**src/rtl/dma_desc_pkg.sv**
```systemverilog
package dma_desc_pkg;

    localparam int ELEM_W = 4;
    localparam int N_ELEM = 9;

    // flow field codes
    localparam logic [2:0] FLOW_STOP  = 3'd0;
    localparam logic [2:0] FLOW_ARRAY = 3'd4;
    localparam logic [2:0] FLOW_SMALL = 3'd6;
    localparam logic [2:0] FLOW_LARGE = 3'd7;

    // descriptor element order (fixed; decoded by the loader)
    localparam logic [ELEM_W-1:0] E_NDP_LO = 4'd0;
    localparam logic [ELEM_W-1:0] E_NDP_HI = 4'd1;
    localparam logic [ELEM_W-1:0] E_SA_LO  = 4'd2;
    localparam logic [ELEM_W-1:0] E_SA_HI  = 4'd3;
    localparam logic [ELEM_W-1:0] E_CFG    = 4'd4;
    localparam logic [ELEM_W-1:0] E_XCNT   = 4'd5;
    localparam logic [ELEM_W-1:0] E_XMOD   = 4'd6;
    localparam logic [ELEM_W-1:0] E_YCNT   = 4'd7;
    localparam logic [ELEM_W-1:0] E_YMOD   = 4'd8;
    localparam logic [ELEM_W-1:0] E_LAST   = ELEM_W'(N_ELEM - 1);

    // register write addresses
    localparam logic [3:0] RA_CFG      = 4'd0;
    localparam logic [3:0] RA_NEXT_LO  = 4'd1;
    localparam logic [3:0] RA_NEXT_HI  = 4'd2;
    localparam logic [3:0] RA_CURR_LO  = 4'd3;
    localparam logic [3:0] RA_CURR_HI  = 4'd4;
    localparam logic [3:0] RA_START_LO = 4'd5;
    localparam logic [3:0] RA_START_HI = 4'd6;
    localparam logic [3:0] RA_XCNT     = 4'd7;
    localparam logic [3:0] RA_XMOD     = 4'd8;
    localparam logic [3:0] RA_YCNT     = 4'd9;
    localparam logic [3:0] RA_YMOD     = 4'd10;

    typedef enum logic [1:0] {
        ST_IDLE,
        ST_REQ,
        ST_WAIT
    } seq_state_e;

endpackage

```
**src/rtl/dma_elem_order.sv**
```systemverilog
module dma_elem_order
    import dma_desc_pkg::*;
(
    input  logic [2:0]        flow_i,
    input  logic [ELEM_W-1:0] elem_i,
    output logic              is_desc_o,
    output logic              is_list_o,
    output logic [ELEM_W-1:0] first_o,
    output logic [ELEM_W-1:0] next_o
);

    always_comb begin
        is_list_o = (flow_i == FLOW_SMALL) || (flow_i == FLOW_LARGE);
        is_desc_o = is_list_o || (flow_i == FLOW_ARRAY);
        first_o   = is_list_o ? E_NDP_LO : E_SA_LO;
        if (flow_i == FLOW_SMALL && elem_i == E_NDP_LO) begin
            next_o = E_SA_LO;
        end else begin
            next_o = elem_i + ELEM_W'(1);
        end
    end

endmodule

```
**src/rtl/dma_desc_seq.sv**
```systemverilog
module dma_desc_seq
    import dma_desc_pkg::*;
#(
    parameter int ADDR_W = 32
) (
    input  logic              clk,
    input  logic              rst_n,
    input  logic              mmr_wr,
    input  logic [3:0]        mmr_addr,
    input  logic [15:0]       mmr_wdata,
    output logic              rd_req,
    output logic [ADDR_W-1:0] rd_addr,
    input  logic              rd_valid,
    input  logic [15:0]       rd_data,
    output logic              xfer_start,
    output logic              busy,
    output logic [15:0]       cfg_o,
    output logic [ADDR_W-1:0] next_ptr_o,
    output logic [ADDR_W-1:0] curr_ptr_o,
    output logic [ADDR_W-1:0] start_addr_o,
    output logic [15:0]       x_count_o,
    output logic [15:0]       x_modify_o,
    output logic [15:0]       y_count_o,
    output logic [15:0]       y_modify_o
);

    localparam int HI_W = ADDR_W - 16;
    localparam logic [ADDR_W-1:0] STEP = ADDR_W'(2);

    typedef struct packed {
        seq_state_e        state;
        logic [ELEM_W-1:0] elem;
        logic [ELEM_W-1:0] left;
        logic              run;
        logic              start;
        logic              pend_v;
        logic [15:0]       pend_cfg;
        logic [15:0]       cfg;
        logic [ADDR_W-1:0] next_ptr;
        logic [ADDR_W-1:0] curr_ptr;
        logic [ADDR_W-1:0] start_addr;
        logic [15:0]       xcnt;
        logic [15:0]       xmod;
        logic [15:0]       ycnt;
        logic [15:0]       ymod;
    } seq_regs_t;

    seq_regs_t q, d;

    logic [2:0]        flow_sel;
    logic              ord_desc, ord_list;
    logic [ELEM_W-1:0] ord_first, ord_next;
    logic              startup, last_elem;

    assign flow_sel = (q.state == ST_IDLE) ? mmr_wdata[14:12] : q.cfg[14:12];

    dma_elem_order u_order (
        .flow_i    (flow_sel),
        .elem_i    (q.elem),
        .is_desc_o (ord_desc),
        .is_list_o (ord_list),
        .first_o   (ord_first),
        .next_o    (ord_next)
    );

    always_comb begin
        d         = q;
        d.start   = 1'b0;
        startup   = mmr_wr && (mmr_addr == RA_CFG) && (q.state == ST_IDLE)
                    && (!q.run || q.cfg[14:12] == FLOW_STOP);
        last_elem = (q.left == ELEM_W'(1)) || (q.elem == E_LAST);

        if (q.state == ST_IDLE && mmr_wr) begin
            case (mmr_addr)
                RA_CFG:      d.cfg = mmr_wdata;
                RA_NEXT_LO:  d.next_ptr[15:0] = mmr_wdata;
                RA_NEXT_HI:  d.next_ptr[ADDR_W-1:16] = mmr_wdata[HI_W-1:0];
                RA_CURR_LO:  d.curr_ptr[15:0] = mmr_wdata;
                RA_CURR_HI:  d.curr_ptr[ADDR_W-1:16] = mmr_wdata[HI_W-1:0];
                RA_START_LO: d.start_addr[15:0] = mmr_wdata;
                RA_START_HI: d.start_addr[ADDR_W-1:16] = mmr_wdata[HI_W-1:0];
                RA_XCNT:     d.xcnt = mmr_wdata;
                RA_XMOD:     d.xmod = mmr_wdata;
                RA_YCNT:     d.ycnt = mmr_wdata;
                RA_YMOD:     d.ymod = mmr_wdata;
                default:     ;
            endcase
        end

        if (startup) begin
            d.run    = 1'b1;
            d.pend_v = 1'b0;
            if (ord_desc && mmr_wdata[11:8] != '0) begin
                d.state = ST_REQ;
                d.elem  = ord_first;
                d.left  = mmr_wdata[11:8];
                if (ord_list) begin
                    d.curr_ptr = q.next_ptr;
                end
            end else begin
                d.start = 1'b1;
            end
        end

        case (q.state)
            ST_REQ: d.state = ST_WAIT;
            ST_WAIT: begin
                if (rd_valid) begin
                    case (q.elem)
                        E_NDP_LO: d.next_ptr[15:0] = rd_data;
                        E_NDP_HI: d.next_ptr[ADDR_W-1:16] = rd_data[HI_W-1:0];
                        E_SA_LO:  d.start_addr[15:0] = rd_data;
                        E_SA_HI:  d.start_addr[ADDR_W-1:16] = rd_data[HI_W-1:0];
                        E_CFG: begin
                            d.pend_cfg = rd_data;
                            d.pend_v   = 1'b1;
                        end
                        E_XCNT:   d.xcnt = rd_data;
                        E_XMOD:   d.xmod = rd_data;
                        E_YCNT:   d.ycnt = rd_data;
                        E_YMOD:   d.ymod = rd_data;
                        default:  ;
                    endcase
                    d.curr_ptr = q.curr_ptr + STEP;
                    if (last_elem) begin
                        d.state  = ST_IDLE;
                        d.start  = 1'b1;
                        d.pend_v = 1'b0;
                        if (q.elem == E_CFG) begin
                            d.cfg = rd_data;
                        end else if (q.pend_v) begin
                            d.cfg = q.pend_cfg;
                        end
                    end else begin
                        d.state = ST_REQ;
                        d.elem  = ord_next;
                        d.left  = q.left - ELEM_W'(1);
                    end
                end
            end
            default: ;
        endcase
    end

    always_ff @(posedge clk) begin
        if (!rst_n) begin
            q <= '0;
        end else begin
            q <= d;
        end
    end

    assign rd_req       = (q.state == ST_REQ);
    assign rd_addr      = q.curr_ptr;
    assign busy         = (q.state != ST_IDLE);
    assign xfer_start   = q.start;
    assign cfg_o        = q.cfg;
    assign next_ptr_o   = q.next_ptr;
    assign curr_ptr_o   = q.curr_ptr;
    assign start_addr_o = q.start_addr;
    assign x_count_o    = q.xcnt;
    assign x_modify_o   = q.xmod;
    assign y_count_o    = q.ycnt;
    assign y_modify_o   = q.ymod;

    // a request never repeats in the following cycle
    assert_req_pulse_R11: assert property (@(posedge clk) disable iff (!rst_n)
        rd_req |=> !rd_req);

    // requests only while the fetch is running
    assert_req_in_fetch_R11: assert property (@(posedge clk) disable iff (!rst_n)
        rd_req |-> busy);

    // the start pulse never overlaps a fetch
    assert_start_idle_R12: assert property (@(posedge clk) disable iff (!rst_n)
        xfer_start |-> !busy);

    // the end of a fetch is always followed by the start pulse
    assert_end_starts_R12: assert property (@(posedge clk) disable iff (!rst_n)
        $fell(busy) |-> xfer_start);

    // each accepted element advances the pointer by one 16-bit word
    assert_ptr_step_R8: assert property (@(posedge clk) disable iff (!rst_n)
        (q.state == ST_WAIT && rd_valid) |=> curr_ptr_o == $past(curr_ptr_o) + STEP);

    // config is frozen while the descriptor is being read
    assert_cfg_hold_R10: assert property (@(posedge clk) disable iff (!rst_n)
        (busy && $past(busy)) |-> $stable(cfg_o));

endmodule

```
**config.mk**
```make
export PLATFORM = sky130hd
export DESIGN_NAME = dma_desc_seq
export DESIGN_NICKNAME = d
export VERILOG_FILES = /design/src/rtl/dma_desc_pkg.sv /design/src/rtl/dma_elem_order.sv /design/src/rtl/dma_desc_seq.sv
export SDC_FILE = /design/constraint.sdc
export NUM_CORES = 1
export LEC_CHECK = 0
export BUFFER_PORTS_ARGS = -buffer_cell sky130_fd_sc_hd__buf_2
export CAP_MARGIN = 20
export CORE_ASPECT_RATIO = 0.7
export CORE_MARGIN = 2
export CORE_UTILIZATION = 45
export DETAILED_ROUTE_END_ITERATION = 12
export MAX_ROUTING_LAYER = met4
export PLACE_DENSITY = 0.77
export SLEW_MARGIN = 25
export SYNTH_ARGS = -nofsm -noshare
export SYNTH_HDL_FRONTEND = slang
export SYNTH_SLANG_ARGS = --single-unit
```
**constraint.sdc**
```tcl
create_clock -name clk -period 4.25 [get_ports clk]
set_input_delay 0.425 -clock clk [delete_from_list [all_inputs] [get_ports clk]]
set_output_delay 0.425 -clock clk [all_outputs]
set_load 0.02 [all_outputs]
```
==> summary.md <==
| Metric | Value |
|---|---|
| Run status | complete, no violations |
| Number of setup buffers added after CTS | 0 |
| Clk slew on worst S/H paths | 0.07 ns |
| Syn. warnings | 0 |
| Final setup viols | 0 |
| Die Wd | 199 µm |
| Cell area after synthesis | 0.0120 mm² |
| CTS buffer count | 22 |
| Max Slew Vio Count | 0 |
| Gr usage total | 28.8% |
| Post-Synthesis Cells | 1451 |
| Largest net degree at the start of global routing | 96 |
| Critical Path Fanout Max | 18 |
| Crit path largest cell delay | 0.70 ns |
| Root buf cell | clkbuf_16 |
| Crit-path slowest cell | and2_1 |
| Max IR drop VDD | 0.242 mV |
| Syn_area_per_cell | 8.30 µm² |
| CTS resizes | 0 |
| Clk Latency, worst-skew pair | 0.51 ns |
| Worst R2R End | curr_ptr_o[7] |
| Share of layout cells above drive strength 1 | 23.9% |
| Worst Skew | 0.0176 ns |
| Final period utilization | 68.5% |
| Worst EP required | 4.66 ns |
| RSZ-0062 raised after global routing | no |
| TritonCTS clock tree | done |
| Hold Path Class | in -> reg |
| Detail Route Antenna Nets | 0 |
| FF+latch count, synth | 205 |
| Min Clock Period, post-route | 2.91 ns |
| Reg2Reg Depth | 8 |
| Fillers | 2547 |
| CP bufs+invs | 2 |
| DRC errors left | 0 |
| Hold path endpoint | q[189] |
| Critical-path cell list | inv_1 -> ha_1 -> and4bb_2 -> and3_1 -> and2_1 -> buf_4 -> nand2_1 -> a311oi_1 |
| Total routed wirelength | 40700 µm |
| GPL Wtd Cong | 0.953 |
| Initial Util | 45.4% |
| Worst slew margin | 27.1% |
| Number of enable flip-flop cells after synthesis | 0 |
| Core Box Area | 0.0265 mm² |
| Chip Height | 141 µm |
| Final Util | 47.3% |
| WP data arrival | 3.32 ns |
| Ys async rst share | 0% |
| TNS Setup | 0 ns |
| Critical path startpoint category | flop |
| CP top delay family | simple AND/OR/NAND/NOR gates |
| Leak pwr | 5.33 nW |
| Max_cap viols | 0 |
| Crit path kind | reg -> reg |
| Syn_nets | 1501 |
| Distinct cells, synth | 57 |
| Via Count | 10400 |
| Clock Path Buffers | 3 |
| Antenna violations before repair | 5 |
| Most frequent cells in the layout | buf_2 (250), dfxtp_1 (205), nor2_1 (182) |
| Fin area | 0.0125 mm² |
| Congestion Overflow GR | 0 |
| Fin. Hold Viols | 0 |
| Vias/cell | 5.81 |
| Power density cells | 344 mW/mm² |
| Detailed Route Iter0 Violations | 1059 |
| Most used DFF post-synth | dfxtp_1 |
| Fmax achieved | 344 MHz |
| # IOs | 251 |
| First-pass DRT Iterations | 6 |
| Post-placement cell area | 0.0118 mm² |
| Drt wl/cell | 22.8 µm |
| Die area | 0.0281 mm² |
| Seq/Total Area, Yosys | 34.1% |
| IO buf count | 250 |
| FF-to-FF Start | q[203] |
| Actual slew at the worst max-slew pin | 1.09 ns |
| Nets | 1450 |
| Hold-fix buffer count after cts | 0 |
| Global-route wire length before repair | 59200 µm |
| Vias in the first global route | 9365 |
| CTS Sinks | 205 |
| Hpwl dp | 26900 µm |
| Hold wc startpoint | rd_data[13] |
| Hold path cells | 3 |
| H-tree level count | 1 |
| Area growth from synthesis to layout | 4.19% |
| Crit. End Element | flop |
| Rows | 50 |
| Worst R2R Setup Slack | 1.34 ns |
| Most common cell after layout, fill and taps aside | buf_2 |
-- power by group --
group / switching [mW] / internal (mW)
clock: 0.796 / 1.23
sequential: 0.0225 / 1.94
combinational: 0.240 / 0.0852
-- logic make-up (layout without fill, tap and decap cells) --
| group | after synthesis | in the layout | synth area share [%] |
|---|---|---|---|
| flip-flops | 205 | 205 | 34.1 |
| XOR/XNOR | 23 | 23 | 1.67 |
| AO/OA/AOI/OAI | 278 | 278 | 15.9 |
| AND/OR/NAND/NOR | 412 | 412 | 15.5 |
| adder cells (fa/ha/maj) | 10 | 10 | 1.04 |
| multiplexers | 160 | 160 | 13.6 |
| buffers and inverters | 363 | 324 | 18.2 |
| other | 0 | 6 | 0 |
-- layout make-up --
type                       instances  area [µm²]  area share [%]
multi-input combinational        883        5770            46.0
sequential                       205        4100            32.7
timing repair buffer             259        1330            10.6
clock buffer                      30         642            5.12
tap                              364         455            3.63
inverter                          29         114           0.908
clock inverter                     6         105           0.838
antenna                            6        15.0           0.120
-- registers in the layout (all words and copies together) (netlist names) --
name	count
y_modify_o	16
xfer_start	1
start_addr_o	32
y_count_o	16
next_ptr_o	32
q	28
curr_ptr_o	32
x_count_o	16
cfg_o	16
x_modify_o	16
-- synth_stat cells (17+ instances only) --
cell,number,share of area [%]
a211oi_1,135,8.4
a21oi_1,25,1.0
a31oi_1,42,2.2
buf_1,17,0.53
buf_2,17,0.71
buf_4,208,13
clkbuf_1,90,2.8
dfxtp_1,205,34
inv_1,29,0.90
mux2_2,25,2.3
mux2i_1,135,11
nand2_1,124,3.9
nand3_1,21,0.87
nor2_1,184,5.7
o21ai_0,37,1.5
-- routing by layer --
metal | GRT usage, % | share of wire (%) | vias up | wire length, µm
met4 | 9.82 | 3.3 | 0 | 1350
met1 | 39.2 | 43 | 4896 | 17400
met5 | - | 0 | - | 0
met3 | 7.89 | 12 | 93 | 4720
li1 | - | - | 4757 | -
met2 | 40.9 | 42 | 606 | 17200
-- tightest hold or removal path, cell delays in order --
cell	delay [ns]
buf_2	0.20
nand2_1	0.10
a21oi_1	0.05
-- stage by stage --
stage	worst slack (ns)	hold WS (ns)	power (mW)	cells
after floorplan	2.11	0.436	2.22	1451
after global placement	1.44	0.442	2.32	1740
after detailed placement	1.35	0.446	2.33	1740
after CTS	1.37	0.317	4.32	1776
after global routing	1.14	0.347	4.43	1782
final	1.34	0.327	4.32	1782
-- how the worst max path moves through the flow --
stage / endpoint / depth (start not counted) / slack, ns / startpoint
2_1_floorplan: curr_ptr_o[24] / 10 / 2.11 / q[203]
3_3_place_gp: curr_ptr_o[0] / 7 / 1.44 / q[203]
3_5_place_dp: curr_ptr_o[0] / 6 / 1.35 / mmr_wdata[9]
4_1_cts: curr_ptr_o[0] / 7 / 1.37 / q[203]
5_1_grt: curr_ptr_o[7] / 8 / 1.14 / q[203]
6_report: curr_ptr_o[7] / 8 / 1.34 / q[203]
(Power assumes the default switching activity.)
